File: src/rtl/sram_ctrl_pkg.sv
`timescale 1ns/1ps
package sram_ctrl_pkg;

   typedef enum logic [2:0] {
      ST_IDLE,
      ST_RD,
      ST_TURN,
      ST_WR_OPEN,
      ST_WR_DATA,
      ST_WR_CLOSE
   } seq_state_e;

   typedef enum int {
      TP_RC,
      TP_AA,
      TP_WC,
      TP_AW,
      TP_PWE,
      TP_SD,
      TP_HZ
   } tparam_e;

   typedef struct packed {
      logic ready;
      logic cs;
      logic oe;
      logic we;
      logic drv;
   } strobe_t;

   function automatic int grade_ns(input int grade, input tparam_e p);
      int v;
      v = 0;
      if (grade == 70) begin
         case (p)
            TP_RC:   v = 70;
            TP_AA:   v = 70;
            TP_WC:   v = 70;
            TP_AW:   v = 60;
            TP_PWE:  v = 50;
            TP_SD:   v = 30;
            TP_HZ:   v = 25;
            default: v = 70;
         endcase
      end else begin
         case (p)
            TP_RC:   v = 55;
            TP_AA:   v = 55;
            TP_WC:   v = 55;
            TP_AW:   v = 45;
            TP_PWE:  v = 40;
            TP_SD:   v = 25;
            TP_HZ:   v = 20;
            default: v = 55;
         endcase
      end
      return v;
   endfunction

   function automatic int ns_to_cyc(input int ns, input int period);
      int c;
      c = (ns + period - 1) / period;
      return (c < 1) ? 1 : c;
   endfunction

   function automatic int imax(input int a, input int b);
      return (a > b) ? a : b;
   endfunction

   function automatic strobe_t decode_strobes(input seq_state_e s);
      strobe_t t;
      t.ready = (s == ST_IDLE);
      t.cs    = (s == ST_RD) || (s == ST_WR_OPEN) || (s == ST_WR_DATA);
      t.oe    = (s == ST_RD);
      t.we    = (s == ST_WR_OPEN) || (s == ST_WR_DATA);
      t.drv   = (s == ST_WR_DATA) || (s == ST_WR_CLOSE);
      return t;
   endfunction

endpackage

File: src/rtl/sram_step_timer.sv
`timescale 1ns/1ps
module sram_step_timer #(
   parameter int CW = 3
) (
   input  logic          clk,
   input  logic          rst,
   input  logic          load,
   input  logic [CW-1:0] load_val,
   output logic          expired
);

   logic [CW-1:0] cnt_q;

   always_ff @(posedge clk) begin
      if (rst) begin
         cnt_q <= '0;
      end else if (load) begin
         cnt_q <= load_val;
      end else if (cnt_q != '0) begin
         cnt_q <= cnt_q - 1'b1;
      end
   end

   assign expired = (cnt_q == '0);

   AST_TIMER_COUNTS_DOWN: assert property (@(posedge clk) disable iff (rst)
      (!$past(load) && $past(cnt_q) != '0) |-> (cnt_q == $past(cnt_q) - 1'b1));

endmodule

File: src/rtl/sram_ctrl_fsm.sv
`timescale 1ns/1ps
module sram_ctrl_fsm
   import sram_ctrl_pkg::*;
#(
   parameter int ADDR_W      = 20,
   parameter int N_RD        = 3,
   parameter int N_TA        = 1,
   parameter int N_WD        = 2,
   parameter int REG_STROBES = 1
) (
   input  logic              clk,
   input  logic              rst,
   input  logic              req,
   input  logic              req_wr,
   input  logic [ADDR_W-1:0] req_addr,
   output logic              accept,
   output logic              capture,
   output logic [ADDR_W-1:0] addr_q,
   output strobe_t           stb
);

   localparam int TMAX = imax(imax(N_RD, N_TA), N_WD);
   localparam int CW   = $clog2(TMAX + 1);

   seq_state_e    state_q, state_d;
   logic          t_load, t_done;
   logic [CW-1:0] t_val;

   sram_step_timer #(.CW(CW)) u_timer (
      .clk      (clk),
      .rst      (rst),
      .load     (t_load),
      .load_val (t_val),
      .expired  (t_done)
   );

   always_comb begin
      state_d = state_q;
      t_load  = 1'b0;
      t_val   = '0;
      unique case (state_q)
         ST_IDLE: begin
            if (req) begin
               if (req_wr) begin
                  state_d = ST_WR_OPEN;
               end else begin
                  state_d = ST_RD;
                  t_load  = 1'b1;
                  t_val   = CW'(N_RD - 1);
               end
            end
         end
         ST_RD: begin
            if (t_done) begin
               state_d = ST_TURN;
               t_load  = 1'b1;
               t_val   = CW'(N_TA - 1);
            end
         end
         ST_TURN: begin
            if (t_done) state_d = ST_IDLE;
         end
         ST_WR_OPEN: begin
            state_d = ST_WR_DATA;
            t_load  = 1'b1;
            t_val   = CW'(N_WD - 1);
         end
         ST_WR_DATA: begin
            if (t_done) state_d = ST_WR_CLOSE;
         end
         ST_WR_CLOSE: state_d = ST_IDLE;
         default:     state_d = ST_IDLE;
      endcase
   end

   assign accept  = (state_q == ST_IDLE) && req;
   assign capture = (state_q == ST_RD) && t_done;

   always_ff @(posedge clk) begin
      if (rst) begin
         state_q <= ST_IDLE;
         addr_q  <= '0;
      end else begin
         state_q <= state_d;
         if (accept) addr_q <= req_addr;
      end
   end

   generate
      if (REG_STROBES != 0) begin : g_reg_strobes
         strobe_t stb_q;
         always_ff @(posedge clk) begin
            if (rst) stb_q <= decode_strobes(ST_IDLE);
            else     stb_q <= decode_strobes(state_d);
         end
         assign stb = stb_q;
      end else begin : g_comb_strobes
         assign stb = decode_strobes(state_q);
      end
   endgenerate

   AST_ADDR_HELD_IN_SELECT: assert property (@(posedge clk) disable iff (rst)
      (stb.cs && $past(stb.cs)) |-> $stable(addr_q));

   AST_BUSY_KEEPS_ADDR: assert property (@(posedge clk) disable iff (rst)
      (!stb.ready && $past(!stb.ready)) |-> $stable(addr_q));

endmodule

File: src/rtl/sram_dq_path.sv
`timescale 1ns/1ps
module sram_dq_path #(
   parameter int DATA_W = 8
) (
   input  logic              clk,
   input  logic              rst,
   input  logic              accept,
   input  logic [DATA_W-1:0] wdata,
   input  logic              capture,
   input  logic [DATA_W-1:0] dq_in,
   output logic [DATA_W-1:0] dq_out,
   output logic [DATA_W-1:0] rdata,
   output logic              rd_valid
);

   always_ff @(posedge clk) begin
      if (rst) begin
         dq_out   <= '0;
         rdata    <= '0;
         rd_valid <= 1'b0;
      end else begin
         if (accept)  dq_out <= wdata;
         if (capture) rdata  <= dq_in;
         rd_valid <= capture;
      end
   end

   AST_RDV_SINGLE_PULSE: assert property (@(posedge clk) disable iff (rst)
      rd_valid |=> !rd_valid);

   AST_RDATA_HELD: assert property (@(posedge clk) disable iff (rst)
      !rd_valid |-> $stable(rdata));

endmodule

File: src/rtl/sram_async_ctrl.sv
`timescale 1ns/1ps
module sram_async_ctrl
   import sram_ctrl_pkg::*;
#(
   parameter int ADDR_W        = 20,
   parameter int DATA_W        = 8,
   parameter int CLK_PERIOD_NS = 20,
   parameter int SPEED_GRADE   = 55,
   parameter int REG_STROBES   = 1
) (
   input  logic              clk,
   input  logic              rst,
   input  logic              req,
   input  logic              req_wr,
   input  logic [ADDR_W-1:0] req_addr,
   input  logic [DATA_W-1:0] req_wdata,
   output logic              ready,
   output logic [DATA_W-1:0] rdata,
   output logic              rd_valid,
   output logic [ADDR_W-1:0] mem_addr,
   output logic              mem_cs1_n,
   output logic              mem_cs2,
   output logic              mem_oe_n,
   output logic              mem_we_n,
   output logic [DATA_W-1:0] mem_dq_out,
   output logic              mem_dq_oe,
   input  logic [DATA_W-1:0] mem_dq_in
);

   localparam int C_RC  = ns_to_cyc(grade_ns(SPEED_GRADE, TP_RC),  CLK_PERIOD_NS);
   localparam int C_AA  = ns_to_cyc(grade_ns(SPEED_GRADE, TP_AA),  CLK_PERIOD_NS);
   localparam int C_WC  = ns_to_cyc(grade_ns(SPEED_GRADE, TP_WC),  CLK_PERIOD_NS);
   localparam int C_AW  = ns_to_cyc(grade_ns(SPEED_GRADE, TP_AW),  CLK_PERIOD_NS);
   localparam int C_PWE = ns_to_cyc(grade_ns(SPEED_GRADE, TP_PWE), CLK_PERIOD_NS);
   localparam int C_SD  = ns_to_cyc(grade_ns(SPEED_GRADE, TP_SD),  CLK_PERIOD_NS);
   localparam int C_HZ  = ns_to_cyc(grade_ns(SPEED_GRADE, TP_HZ),  CLK_PERIOD_NS);

   localparam int N_RD = imax(C_RC, C_AA);
   localparam int N_TA = C_HZ;
   localparam int N_WD = imax(imax(C_SD, C_PWE - 1), imax(C_AW - 1, C_WC - 2));

   generate
      if (!(SPEED_GRADE == 55 || SPEED_GRADE == 70)) begin : g_bad_grade
         initial $fatal(1, "SPEED_GRADE must be 55 or 70");
      end
      if (CLK_PERIOD_NS < 1) begin : g_bad_period
         initial $fatal(1, "CLK_PERIOD_NS must be positive");
      end
      if (ADDR_W < 1 || DATA_W < 1) begin : g_bad_width
         initial $fatal(1, "ADDR_W and DATA_W must be positive");
      end
   endgenerate

   logic    accept, capture;
   strobe_t stb;

   sram_ctrl_fsm #(
      .ADDR_W      (ADDR_W),
      .N_RD        (N_RD),
      .N_TA        (N_TA),
      .N_WD        (N_WD),
      .REG_STROBES (REG_STROBES)
   ) u_fsm (
      .clk      (clk),
      .rst      (rst),
      .req      (req),
      .req_wr   (req_wr),
      .req_addr (req_addr),
      .accept   (accept),
      .capture  (capture),
      .addr_q   (mem_addr),
      .stb      (stb)
   );

   sram_dq_path #(.DATA_W(DATA_W)) u_dq (
      .clk      (clk),
      .rst      (rst),
      .accept   (accept),
      .wdata    (req_wdata),
      .capture  (capture),
      .dq_in    (mem_dq_in),
      .dq_out   (mem_dq_out),
      .rdata    (rdata),
      .rd_valid (rd_valid)
   );

   assign ready     = stb.ready;
   assign mem_cs1_n = ~stb.cs;
   assign mem_cs2   = stb.cs;
   assign mem_oe_n  = ~stb.oe;
   assign mem_we_n  = ~stb.we;
   assign mem_dq_oe = stb.drv;

   AST_IDLE_QUIET: assert property (@(posedge clk) disable iff (rst)
      ready |-> (mem_cs1_n && !mem_cs2 && mem_oe_n && mem_we_n && !mem_dq_oe && !rd_valid));

   AST_NO_OE_IN_WRITE: assert property (@(posedge clk) disable iff (rst)
      !mem_we_n |-> mem_oe_n);

   AST_DRIVE_AFTER_WE: assert property (@(posedge clk) disable iff (rst)
      $rose(mem_dq_oe) |-> (!mem_we_n && $past(!mem_we_n)));

   AST_DRIVE_HOLD: assert property (@(posedge clk) disable iff (rst)
      $rose(mem_we_n) |-> mem_dq_oe);

   AST_NO_DRIVE_NEAR_READ: assert property (@(posedge clk) disable iff (rst)
      mem_dq_oe |-> (mem_oe_n && $past(mem_oe_n)));

   AST_RDV_AFTER_READ: assert property (@(posedge clk) disable iff (rst)
      rd_valid |-> (mem_oe_n && $past(!mem_oe_n)));

endmodule

File: config.mk
export PLATFORM = sky130hd
export DESIGN_NAME = sram_async_ctrl
export DESIGN_NICKNAME = d
export VERILOG_FILES = /design/src/rtl/sram_ctrl_pkg.sv /design/src/rtl/sram_step_timer.sv /design/src/rtl/sram_ctrl_fsm.sv /design/src/rtl/sram_dq_path.sv /design/src/rtl/sram_async_ctrl.sv
export SDC_FILE = /design/constraint.sdc
export NUM_CORES = 1
export LEC_CHECK = 0
export ABC_CLOCK_PERIOD_IN_PS = 1510
export BUFFER_PORTS_ARGS = -buffer_cell sky130_fd_sc_hd__clkbuf_2
export CAP_MARGIN = 5
export CORE_MARGIN = 1.5
export CORE_UTILIZATION = 43
export DETAILED_ROUTE_END_ITERATION = 7
export PLACE_DENSITY = 0.77
export SLEW_MARGIN = 30
export SYNTH_ARGS = -nofsm -noshare
export SYNTH_HDL_FRONTEND = slang
export SYNTH_SLANG_ARGS = --single-unit
File: constraint.sdc
create_clock -name clk -period 1.51 [get_ports clk]
set_clock_uncertainty 0.15 [all_clocks]
set_input_delay 0.2265 -clock clk [delete_from_list [all_inputs] [get_ports clk]]
set_output_delay 0.2265 -clock clk [all_outputs]
set_load 0.05 [all_outputs]
Word-level counts from Yosys, hierarchy flattened
Index checks and enable logic that the tools add are counted.
- memory bits (writable): 0
- bits in read-only memories: 0
- register bits: 47
- bits of input ports: 40
- memories: 0
- word-level logic and storage cells: 49
- latch bits: 0
- divide/modulo/power cells: 0
- shifts and indexed selects: 0
- muxes and demuxes: 15
- reduce and logical (&&, ||, !) cells: 11
- magnitude comparators: 0
- multiply operators: 0
- add/sub/neg operators: 1
- bitwise gates (word level): 3
- eq/ne operators: 8
- operators by type and width (cell ; count):
    3-bit case mux with 5 select lines ; 1
    3-bit two-way mux ; 4
    2-bit two-way mux ; 5
    3-bit by 2-bit equality test with 1-bit output (second input constant) ; 3
    3-bit equality test (second input constant) ; 3
    3-bit by 1-bit equality test with 1-bit output (second input constant) ; 2
    3-bit logical NOT ; 2
    1-bit logical OR ; 4
    2-bit case mux with 2 select lines ; 1
    2-bit nonzero test ; 2
    1-bit two-way mux ; 3
    1-bit inverter ; 3
    1-bit case mux with 3 select lines ; 1
    1-bit logical AND ; 2
    2-bit logical NOT ; 1
    2-bit by 1-bit subtractor with 2-bit output (second input constant) ; 1

Logic depth before layout (Yosys ltp)
Gate-level depths: netlist of the first run.
- depth in word-level cells: 6
- mapped depth: 7

Modules after synthesis
Synthesis of the first run repeated with hierarchy kept, for this count alone.
- cells, all modules: 196
- area total of the unflattened synthesis: 1798.0 sq um
- modules (own cells, without submodules) (module ; cells an instance ; instances ; area an instance (sq um)):
    sram_ctrl_fsm ; 127 ; 1 ; 1059.8
    sram_dq_path ; 54 ; 1 ; 605.6
    sram_step_timer ; 12 ; 1 ; 121.4
    sram_async_ctrl ; 3 ; 1 ; 11.3

Worst setup path before layout of the first run
No wires, ideal clock.
- path kind: register to register
- start point: reg u_fsm.u_timer.cnt_q[0]
- end point: reg u_fsm.g_reg_strobes.stb_q, in the netlist u_fsm.stb[4]
- cell stages (with the launch flop): 7
- library setup time: 0.059 ns
- period minus slack after synthesis: 1.611 ns
- data arrival time: 1.402 ns
- buffers on the path: 1
- required time: 1.301 ns
- slack: -0.101 ns
- cell sequence: dfxtp_1 > inv_1 > ha_1 > buf_2 > mux2_2 > a311oi_1 > o31a_1
- longest elaborated chain between the ends: 4
- RTL lines (element ; line ; text):
    start, declared ; sram_step_timer.sv:12 ; logic [CW-1:0] cnt_q;
    start signal, assigned ; sram_step_timer.sv:18 ; cnt_q <= load_val;
    start signal, assigned ; sram_step_timer.sv:20 ; cnt_q <= cnt_q - 1'b1;
    2-bit logical NOT (*) ; sram_step_timer.sv:24 ; assign expired = (cnt_q == '0);
    3-bit two-way mux (on tied branches) ; sram_ctrl_fsm.sv:69, sram_ctrl_fsm.sv:54, sram_ctrl_fsm.sv:61 ;
    3-bit case mux with 5 select lines (*) ; sram_ctrl_fsm.sv:41 ; unique case (state_q)
    3-bit logical NOT (*) ; sram_ctrl_pkg.sv:72 ; t.ready = (s == ST_IDLE);
    end signal, assigned ; sram_ctrl_fsm.sv:93 ; if (rst) stb_q <= decode_strobes(ST_IDLE);
    end signal, assigned ; sram_ctrl_fsm.sv:94 ; else stb_q <= decode_strobes(state_d);
    end, declared ; sram_ctrl_fsm.sv:91 ; strobe_t stb_q;
Every way passes the cells marked *; elsewhere a longest branch is shown, timed or not.
A chain may end at the register's enable or synchronous reset.

Worst setup path in the final report of the first run
- start point: reg u_fsm.u_timer.cnt_q[0]
- end point: reg u_fsm.g_reg_strobes.stb_q, in the netlist u_fsm.stb[2]
- longest elaborated chain between the ends: 4
- RTL lines (element ; line ; text):
    2-bit logical NOT (*) ; sram_step_timer.sv:24 ;
    3-bit two-way mux (on tied branches) ; sram_ctrl_fsm.sv:69, sram_ctrl_fsm.sv:54, sram_ctrl_fsm.sv:61 ;
    3-bit case mux with 5 select lines (*) ; sram_ctrl_fsm.sv:41 ;
    3-bit by 1-bit equality test with 1-bit output (*) ; sram_ctrl_pkg.sv:74 ; t.oe = (s == ST_RD);
Marks and branches as above.

==> run_results.csv, run 1 <==
group,metric,value,unit
global_route,antenna_found_initial,0,
floorplan,dieArea,0.005052,mm2
placed_design,dp.cells,352,
critical_path,cp-start-kind,"register",
synthesis,synthCells,221,
final_layout,final_util,73.61,%
global_route,grtUsageTotal,20.57,%
sta,finalHoldViolCount,0,
critical_path,cpPeakStageDelay,330,ps
global_route,grt_max_degree,29,
synthesis,ys_async_sr_fraction,0,%
floorplan,die_x,71.08,um
critical_path,critPathArrivalTime,1600,ps
worst_hold_path,min_delay_worst_endpoint,"u_dq.dq_out[3]",
drt,avgViaCountPerCell,4.995,
final_layout,layout_common_cells,"clkbuf_2, nand2_1, dfxtp_1",
worst_hold_path,holdPathStages,3,
pwr,power_density,1572,mW/mm2
critical_path,worstReg2RegStart,"u_fsm.u_timer.cnt_q[0]",
critical_path,rr_endpoint,"u_fsm.stb[2]",
clock_tree,clock_sinks,47,
sta,setup_violations,21,
critical_path,ff2ff_path_depth,5,
synthesis,yosys_register_bits,47,
pwr,total_power,5.109,mW
critical_path,critPathCaptureType,"register",
critical_path,critical_path.slowest_cell,"dfxtp_2",
synthesis,synth.avg_cell_area,9.019,um2
drt,drtIter0Drc,39,
synthesis,synth_cell_types,38,
worst_hold_path,hold_path_class,"in2reg",
clock_tree,cts.path.max_buffers,2,
clock_tree,cts_made_buffers,5,
placed_design,portBuffers,82,
global_route,grt_first_pass_wirelength,8.259,mm
sta,fin_crit,1558,ps
final_layout,mostFrequentLayoutCell,"clkbuf_2",
run_status,outcome,"finished, violations left",
final_layout,diodes,0,
critical_path,reg2reg_slack,-50,ps
synthesis,synth_edf_count,0,
critical_path,critical_path_class,"reg2reg",
worst_hold_path,hp-start,"req_wdata[3]",
floorplan,top_level_ports,83,
drt,post-route-drc-count,0,
clock_tree,htree_num_levels,2,
final_layout,nets,385,
sta,maxSlewViolCount,0,
run_status,violations,"setup timing",
sta,fmax,641.7,MHz
critical_path,path_max_fanout,5,
sta,tightest_slew,307.3,ps
floorplan,core_area,0.004414,mm2
global_route,grt_pass1_vias,1854,
pwr,ir_worst_vdd,0.8607,mV
sta,worst_slack,-48.46,ps
critical_path,path_delay_family,"flip-flops",
critical_path,crit_chain,"inv_2, ha_4, mux2_4, a211o_1, nor3b_2",
drt,dr.pass1.iters,4,
run,cap_violations,0,
drt,drt-total-wl,5.808,mm
critical_path,cp.required,1550,ps
clock_tree,insertion_delay,300,ps
drt,via_count,1983,
sta,fin_crit_sh,103.2,%
clock_tree,cts_tree,"built",
sta,relSlewSlack,79.46,%
floorplan,die_y,71.08,um
final_layout,layout-drive-gt1-share,53.33,%
synthesis,synth_fp_nets,262,
sta,rsz0062_at_grt,"yes",
synthesis,ys_seq_area_share,47.21,%
floorplan,core.rowCount,24,
placed_design,gp_congestion,0.7355,
pwr,leakagePower,1.468,nW
clock_tree,cts-root-buf,"clkbuf_8",
final_layout,final_cells,397,
clock_tree,clk_pin_slew_worst_paths,90,ps
floorplan,initial_core_util,45.15,%
drt,ant_nets,0,
synthesis,ys_warn_count,0,
synthesis,synth_flop_cell,"dfxtp_1",
global_route,overflow,0,
placed_design,hpwl,3.119,mm
critical_path,path_buf_inv,1,
final_layout,syn_to_final_growth,63.03,%
sta,hold_ws,1.372,ps
drt,routedWlPerCell,14.63,um
synthesis,synth_area,0.001993,mm2
[synth_stat cells (2+ instances only)]
cell type  instances  area share (%)
nor2_1             4            0.75
buf_12             2             2.0
nand2_2           18             5.6
buf_4              2            0.75
inv_1              6             1.1
o21bai_1           2            0.75
mux2_2             2             1.1
a21oi_2           20             8.8
dfxtp_1           47              47
nand2_4            2             1.1
nor4b_1            3             1.3
buf_2              6             1.5
nor4b_2            2             1.5
buf_1              3            0.56
o21ai_1            2            0.50
clkbuf_1           3            0.56
nor3_1             2            0.50
nand2_1           54              10
nor2b_1            4             1.3
nand2b_1           3            0.94
a311oi_1           2            0.88
a21oi_1           16             4.0
[kinds of logic after synthesis]
family / synth area share [%]
AO/OA/AOI/OAI: 16.57
adder cells (fa/ha/maj): 0.6276
buffers and inverters: 7.093
flip-flops: 47.21
multiplexers: 1.130
AND/OR/NAND/NOR: 27.37
[routing by layer]
layer	share of wire, %	wire [um]	GRT usage (%)
met5	0	0	0
met4	1.6	91	6.918
met3	5.1	296	4.701
met2	52	2999	36.45
met1	42	2420	24.51
[layout make-up]
type	instances	area (um2)
clock buffers	6	82.58
repair buffers	133	972.2
multi-input cells	151	1125
flip-flops and latches	47	947.2
fillers	322	1165
inverters	6	22.52
well taps	52	65.06
clock inverters	2	35.03
[state kept, by name (all words and copies together), names as in the netlist]
name	count
u_fsm.stb	5
u_fsm.state_q	3
u_fsm.u_timer.cnt_q	2
u_dq.dq_out	8
u_dq.rdata	8
u_fsm.addr_q	20
u_dq.rd_valid	1
[what timing repair did]
action,in CTS,in global routing
hold buffers,30,0
setup buffers,1,1
cloned,1,4
endpoints found under the setup margin,28,43
resized for setup,7,51
pin swaps,4,22
hold endpoints to repair,30,0
[worst register-to-register path, delay by kind of cell (launching register included)]
| family | cells | cell delay [ps] |
|---|---|---|
| DFF | 1 | 330 |
| muxes | 1 | 300 |
| AOI/OAI and AO/OA | 1 | 270 |
| and+or+nand+nor | 1 | 170 |
| adders and majority gates | 1 | 160 |
| buffers and inverters | 1 | 70 |
[where the power goes]
group / leakage, nW / switching (mW) / internal [mW]
Clock: 0.0612 / 0.422 / 0.536
Combinational: 1.02 / 1.54 / 0.989
Sequential: 0.387 / 0.155 / 1.47
[worst max path at each step]
stage                           start                to  slack (ps)  depth (start not counted)
2_1_floorplan        u_fsm.state_q[1]  u_fsm.addr_q[10]         -30                          5
4_1_cts        u_fsm.u_timer.cnt_q[0]      u_fsm.stb[2]         -40                          5
6_report       u_fsm.u_timer.cnt_q[0]      u_fsm.stb[2]         -50                          5
3_3_place_gp   u_fsm.u_timer.cnt_q[0]      u_fsm.stb[2]         -50                          5
3_5_place_dp   u_fsm.u_timer.cnt_q[0]  u_fsm.state_q[1]        -100                          5
5_1_grt        u_fsm.u_timer.cnt_q[0]      u_fsm.stb[2]        -130                          5
[through the flow]
stage               setup TNS [ps]  setup WS, ps  instance area [um2]
floorplan                   -480.3        -26.56                 2008
global placement            -162.8        -52.86                 2485
detailed placement          -606.6        -99.22                 2485
CTS                         -38.39        -38.39                 2943
global route                 -2256        -125.2                 3249
finish                      -506.0        -48.46                 3249
No activity file was read; power rests on OpenSTA's default activity.
==> run 2: changes to the inputs <==
--- a/config.mk
+++ b/config.mk
@@ -11,7 +11,7 @@
 export CORE_MARGIN = 1.5
 export CORE_UTILIZATION = 43
 export DETAILED_ROUTE_END_ITERATION = 7
-export PLACE_DENSITY = 0.77
+export PLACE_DENSITY = 0.83
 export SLEW_MARGIN = 30
 export SYNTH_ARGS = -nofsm -noshare
 export SYNTH_HDL_FRONTEND = slang
==> run 2 against run 1 <==
The run still ends with setup timing left. First-iteration DRC count is 31% higher. Worst hold slack better by 2.4 ps. Fmax is 0.51% lower. Clock power is 24% lower. Register-to-register slack hardly changed. Final cell count is 3.3% lower. Sequential cell count stayed put. Critical path depth stayed put. Power is 1.7% lower. Critical endpoint unchanged. Largest cell class unchanged.
==> run_results.csv, run 2 (synthesis results as in run 1) <==
group,metric,value,unit
sta,relSlewSlack,77.90,%
clock_tree,cts_tree,"built",
drt,dr.pass1.iters,4,
critical_path,cp-start-kind,"register",
floorplan,core_area,0.004414,mm2
global_route,overflow,0,
drt,via_count,1863,
sta,rsz0062_at_grt,"yes",
floorplan,dieArea,0.005052,mm2
clock_tree,cts_made_buffers,5,
floorplan,die_y,71.08,um
clock_tree,cts.path.max_buffers,2,
final_layout,final_cells,384,
sta,tns,-746.5,ps
drt,drtIter0Drc,51,
critical_path,path_max_fanout,3,
clock_tree,htree_num_levels,2,
clock_tree,clk_pin_slew_worst_paths,80,ps
floorplan,core.rowCount,24,
clock_tree,cts-root-buf,"clkbuf_8",
global_route,grt_first_pass_wirelength,7.976,mm
global_route,grt_pass1_vias,1738,
pwr,ir_worst_vdd,0.8305,mV
critical_path,critPathCaptureType,"register",
run_status,violations,"setup timing",
sta,fin_crit_sh,103.7,%
run,cap_violations,0,
final_layout,reg_top3,"u_fsm.addr_q (20), u_dq.dq_out (8), u_dq.rdata (8)",
placed_design,hpwl,3.146,mm
sta,setup_violations,29,
final_layout,layout_common_cells,"clkbuf_2, dfxtp_1, nand2_1",
floorplan,die_x,71.08,um
sta,fmax,638.4,MHz
clock_tree,insertion_delay,290,ps
pwr,power_density,1580,mW/mm2
floorplan,initial_core_util,45.15,%
drt,post-route-drc-count,0,
global_route,grtUsageTotal,19.88,%
placed_design,portBuffers,82,
sta,finalHoldViolCount,0,
final_layout,mostFrequentLayoutCell,"clkbuf_2",
pwr,total_power,5.022,mW
critical_path,critPathArrivalTime,1600,ps
clock_tree,clock_sinks,47,
critical_path,critical_path_class,"reg2reg",
drt,routedWlPerCell,14.37,um
final_layout,top_register,"u_fsm.addr_q",
placed_design,dp.cells,350,
sta,fin_crit,1566,ps
global_route,antenna_found_initial,0,
critical_path,critPathLaunch,"u_fsm.u_timer.cnt_q[1]",
worst_hold_path,hold_path_class,"in2reg",
critical_path,cp.required,1540,ps
final_layout,diodes,0,
sta,tightest_slew,330.2,ps
floorplan,top_level_ports,83,
drt,drt-total-wl,5.517,mm
critical_path,reg2reg_slack,-60,ps
sta,maxSlewViolCount,0,
final_layout,finish.instance_area,0.003178,mm2
final_layout,final_util,72.00,%
final_layout,nets,372,
worst_hold_path,hp-start,"req_addr[14]",
placed_design,placedInstanceArea,0.002470,mm2
final_layout,layout-drive-gt1-share,58.13,%
drt,ant_nets,0,
global_route,grt_max_degree,17,
drt,avgViaCountPerCell,4.852,
final_layout,largest_reg_flops,20,
final_layout,syn_to_final_growth,59.45,%
placed_design,gp_congestion,0.7582,
run_status,outcome,"finished, violations left",
sta,worst_slack,-56.48,ps
pwr,leakagePower,1.436,nW
critical_path,worstReg2RegStart,"u_fsm.u_timer.cnt_q[1]",
run 2: cell types whose count changed in the layout (fill, tap and decap cells not counted), moves of 3 or more:
cell | previous run | this run
a21oi_1 | 9 | 2
dlygate4sd3_1 | 30 | 17
buf_4 | 10 | 6
nand2_4 | 20 | 24
a21oi_2 | 27 | 34
buf_6 | 5 | 8
nand2_1 | 45 | 39
run 2: repair_timing:
item                                    in CTS  in global routing
pin swaps                                    7                 42
endpoints found under the setup margin      40                 43
cloned                                       2                  3
resized for setup                           18                 58
hold buffers                                15                  2
setup buffers                                3                  1
hold endpoints to repair                    15                  2
run 2: metrics by stage:
step           hold WS [ps]  worst slack, ps
3_3_place_gp          292.9           -116.3
4_1_cts             0.05440           -42.47
2_1_floorplan         212.5           -26.56
5_1_grt               1.102           -118.3
3_5_place_dp          297.0           -140.4
6_report              3.728           -56.48
run 2: worst paths after layout:
kind	to	depth (start not counted)
worst max-delay path	u_fsm.stb[2]	5
worst min-delay path	u_fsm.addr_q[14]	3
worst max register to register	u_fsm.stb[2]	5
worst min register to register	u_dq.rdata[5]	2
run 2: where the power goes:
group	total [mW]	internal, mW	switching, mW	leakage, nW
Combinational	2.67	1.08	1.60	1.01
Clock	0.728	0.326	0.403	0.0422
Sequential	1.62	1.46	0.154	0.386
run 2: cell type report:
type,instances,area (um2)
clock buffers,7,76.32
well taps,52,65.06
repair buffers,120,873.3
clock inverters,1,5.005
flip-flops and latches,47,944.7
multi-input cells,151,1191
inverters,6,22.52
fillers,339,1236
run 2: metal layers:
metal	share of wire [%]	up-vias	GRT usage (%)	wire, um
met1	44	841	24.38	2428
met2	51	62	34.79	2797
met5	0	-	0	0
li1	-	954	-	-
met4	0.67	0	4.403	37
met3	4.6	6	5.556	254
run 2: worst max-delay path, cell delays in order, from the launching register on:
cell     delay [ps]
dfxtp_2         320
inv_1            90
ha_4            140
mux2_2          330
a211o_1         270
nor3b_1         150
==> run 3: changes to the inputs <==
--- a/config.mk
+++ b/config.mk
@@ -8,7 +8,6 @@
 export ABC_CLOCK_PERIOD_IN_PS = 1510
 export BUFFER_PORTS_ARGS = -buffer_cell sky130_fd_sc_hd__clkbuf_2
 export CAP_MARGIN = 5
-export CORE_MARGIN = 1.5
 export CORE_UTILIZATION = 43
 export DETAILED_ROUTE_END_ITERATION = 7
 export PLACE_DENSITY = 0.83
==> run 3 against run 2 <==
The flow still finishes with violations (setup timing). Final cell count rose by 2.1%. First-iteration DRC count rose by 49%. Worst setup slack got worse by 15 ps. Global-route usage fell by 0.071 points. Register-to-register slack got worse by 20 ps. Final area did not move. Sequential power barely moved. Combinational power barely moved. Worst hold slack improved by 0.51 ps. Wire length fell by 1.7%. Critical endpoint is now u_fsm.u_timer.cnt_q[0]. Highest routed layer unchanged.
==> run_results.csv, run 3 (synthesis results as in run 1) <==
group,metric,value,unit
final_layout,layout-drive-gt1-share,56.76,%
critical_path,cp.required,1530,ps
pwr,leakagePower,1.464,nW
floorplan,initial_core_util,45.15,%
floorplan,core.rowCount,24,
final_layout,mostFrequentLayoutCell,"clkbuf_2",
clock_tree,cts_tree,"built",
pwr,total_power,4.996,mW
sta,setup_violations,31,
final_layout,top_register,"u_fsm.addr_q",
drt,via_count,1936,
pwr,seqPwrFrac,32.6,%
drt,avgViaCountPerCell,4.939,
critical_path,critical_path_class,"reg2reg",
run_status,violations,"setup timing",
drt,routedWlPerCell,13.84,um
placed_design,gp_congestion,0.7174,
sta,maxSlewViolCount,0,
critical_path,critical_path.slowest_cell,"nor4b_1",
critical_path,ff2ff_path_depth,6,
sta,tightest_slew,417.1,ps
global_route,grt_max_degree,20,
sta,fin_crit,1582,ps
placed_design,placedInstanceArea,0.002477,mm2
critical_path,critPathCaptureType,"register",
critical_path,reg2reg_slack,-70,ps
final_layout,finish.instance_area,0.003178,mm2
sta,fin_crit_sh,104.8,%
pwr,p_int,2.861,mW
pwr,p_sw_share,42.74,%
run_status,outcome,"finished, violations left",
worst_hold_path,holdPathStages,3,
final_layout,largest_reg_flops,20,
pwr,p_sw,2.135,mW
clock_tree,htree_num_levels,2,
drt,dr_wl_met3,227,um
run,cap_violations,0,
critical_path,path_max_fanout,6,
drt,met1_length,2.397,mm
floorplan,dieArea,0.004911,mm2
pwr,power.share.clock,14.4,%
drt,post-route-drc-count,0,
drt,top_layer_used,"met4",
pwr,power_density,1572,mW/mm2
clock_tree,cts-root-buf,"clkbuf_8",
placed_design,hpwl,3.104,mm
critical_path,crit_chain,"inv_2, ha_4, buf_6, buf_4, nor4b_1, nor4_1",
sta,finalHoldViolCount,0,
clock_tree,cts.path.max_buffers,2,
global_route,overflow,0,
critical_path,cpPeakStageDelay,370,ps
global_route,grtUsageTotal,19.81,%
final_layout,nets,380,
floorplan,die_x,70.08,um
critical_path,critPathArrivalTime,1600,ps
final_layout,reg_top3,"u_fsm.addr_q (20), u_dq.dq_out (8), u_dq.rdata (8)",
clock_tree,clock_sinks,47,
clock_tree,cts_made_buffers,5,
worst_hold_path,hold_path_class,"in2reg",
pwr,p_comb_share,53.0,%
clock_tree,clk_pin_slew_worst_paths,80,ps
global_route,antenna_found_initial,0,
floorplan,top_level_ports,83,
clock_tree,insertion_delay,290,ps
final_layout,syn_to_final_growth,59.45,%
sta,rsz0062_at_grt,"yes",
sta,relSlewSlack,71.80,%
sta,worst_slack,-71.97,ps
sta,fmax,632.1,MHz
sta,hold_ws,4.240,ps
drt,dr.pass1.iters,4,
pwr,ir_worst_vdd,0.7671,mV
drt,drt-total-wl,5.425,mm
placed_design,portBuffers,82,
drt,drtIter0Drc,76,
global_route,grt_first_pass_wirelength,7.797,mm
drt,route.met2.wl,2.727,mm
final_layout,fillCellCount,323,
final_layout,layout_common_cells,"clkbuf_2, dfxtp_1, nand2_1",
global_route,grt_pass1_vias,1772,
final_layout,diodes,0,
drt,ant_nets,0,
critical_path,cp-start-kind,"register",
floorplan,die_y,70.08,um
floorplan,core_area,0.004414,mm2
==> run 3: routing by layer <==
layer,track usage [%],up-vias
met1,23.96,893
li1,-,968
met2,33.55,67
met3,4.762,8
met5,0,-
met4,8.222,0
==> run 3: final timing paths <==
| check | from | end |
|---|---|---|
| worst max-delay path | u_fsm.u_timer.cnt_q[0] | u_fsm.u_timer.cnt_q[0] |
| worst min-delay path | req_addr[4] | u_fsm.addr_q[4] |
| worst max register to register | u_fsm.u_timer.cnt_q[0] | u_fsm.u_timer.cnt_q[0] |
| worst min register to register | u_dq.rdata[0] | u_dq.rdata[0] |
==> run 3: what timing repair did <==
action	4_1_cts	5_1_grt
endpoints found under the setup margin	42	42
hold endpoints to repair	17	0
resized for setup	15	50
setup buffers	1	9
hold buffers	17	0
gates cloned	2	4
pin swaps	5	43
==> run 3: power groups by stage <==
stage / clock network [mW] / logic [mW] / registers (mW)
after floorplan: 0 / 1.01 / 2.15
after detailed placement: 0 / 1.97 / 1.61
after global placement: 0 / 1.94 / 1.60
after CTS: 0.735 / 2.20 / 1.59
final: 0.720 / 2.65 / 1.63
after global routing: 0.791 / 2.80 / 1.65
==> run 3: final cells by class <==
cell class                      instances  area [um2]  share of cell area, %
Clock inverter                          1       5.005                 0.1575
Inverter                                6       22.52                 0.7087
Multi-Input combinational cell        151        1144                  35.98
Sequential cell                        47       947.2                  29.80
Clock buffer                            7       76.32                  2.402
Timing Repair Buffer                  128       918.4                  28.90
Tap cell                               52       65.06                  2.047
==> run 3: per-stage QoR <==
stage | setup WS (ps) | utilization, % | TNS [ps] | std cells
floorplan | -26.56 | - | -480.3 | 221
global placement | -137.8 | 56.12 | -4376 | 351
detailed placement | -146.5 | 56.12 | -4962 | 351
CTS | -26.68 | 63.83 | -32.86 | 379
global route | -102.4 | 72.00 | -2185 | 392
finish | -71.97 | 72.00 | -965.2 | 392
==> run 3: worst max-delay path, delay by kind of cell (launching register included) <==
kind | cells | cell delay (ps)
fa+ha+maj | 1 | 150
simple gates | 2 | 470
flops | 1 | 340
buf+inv | 3 | 340
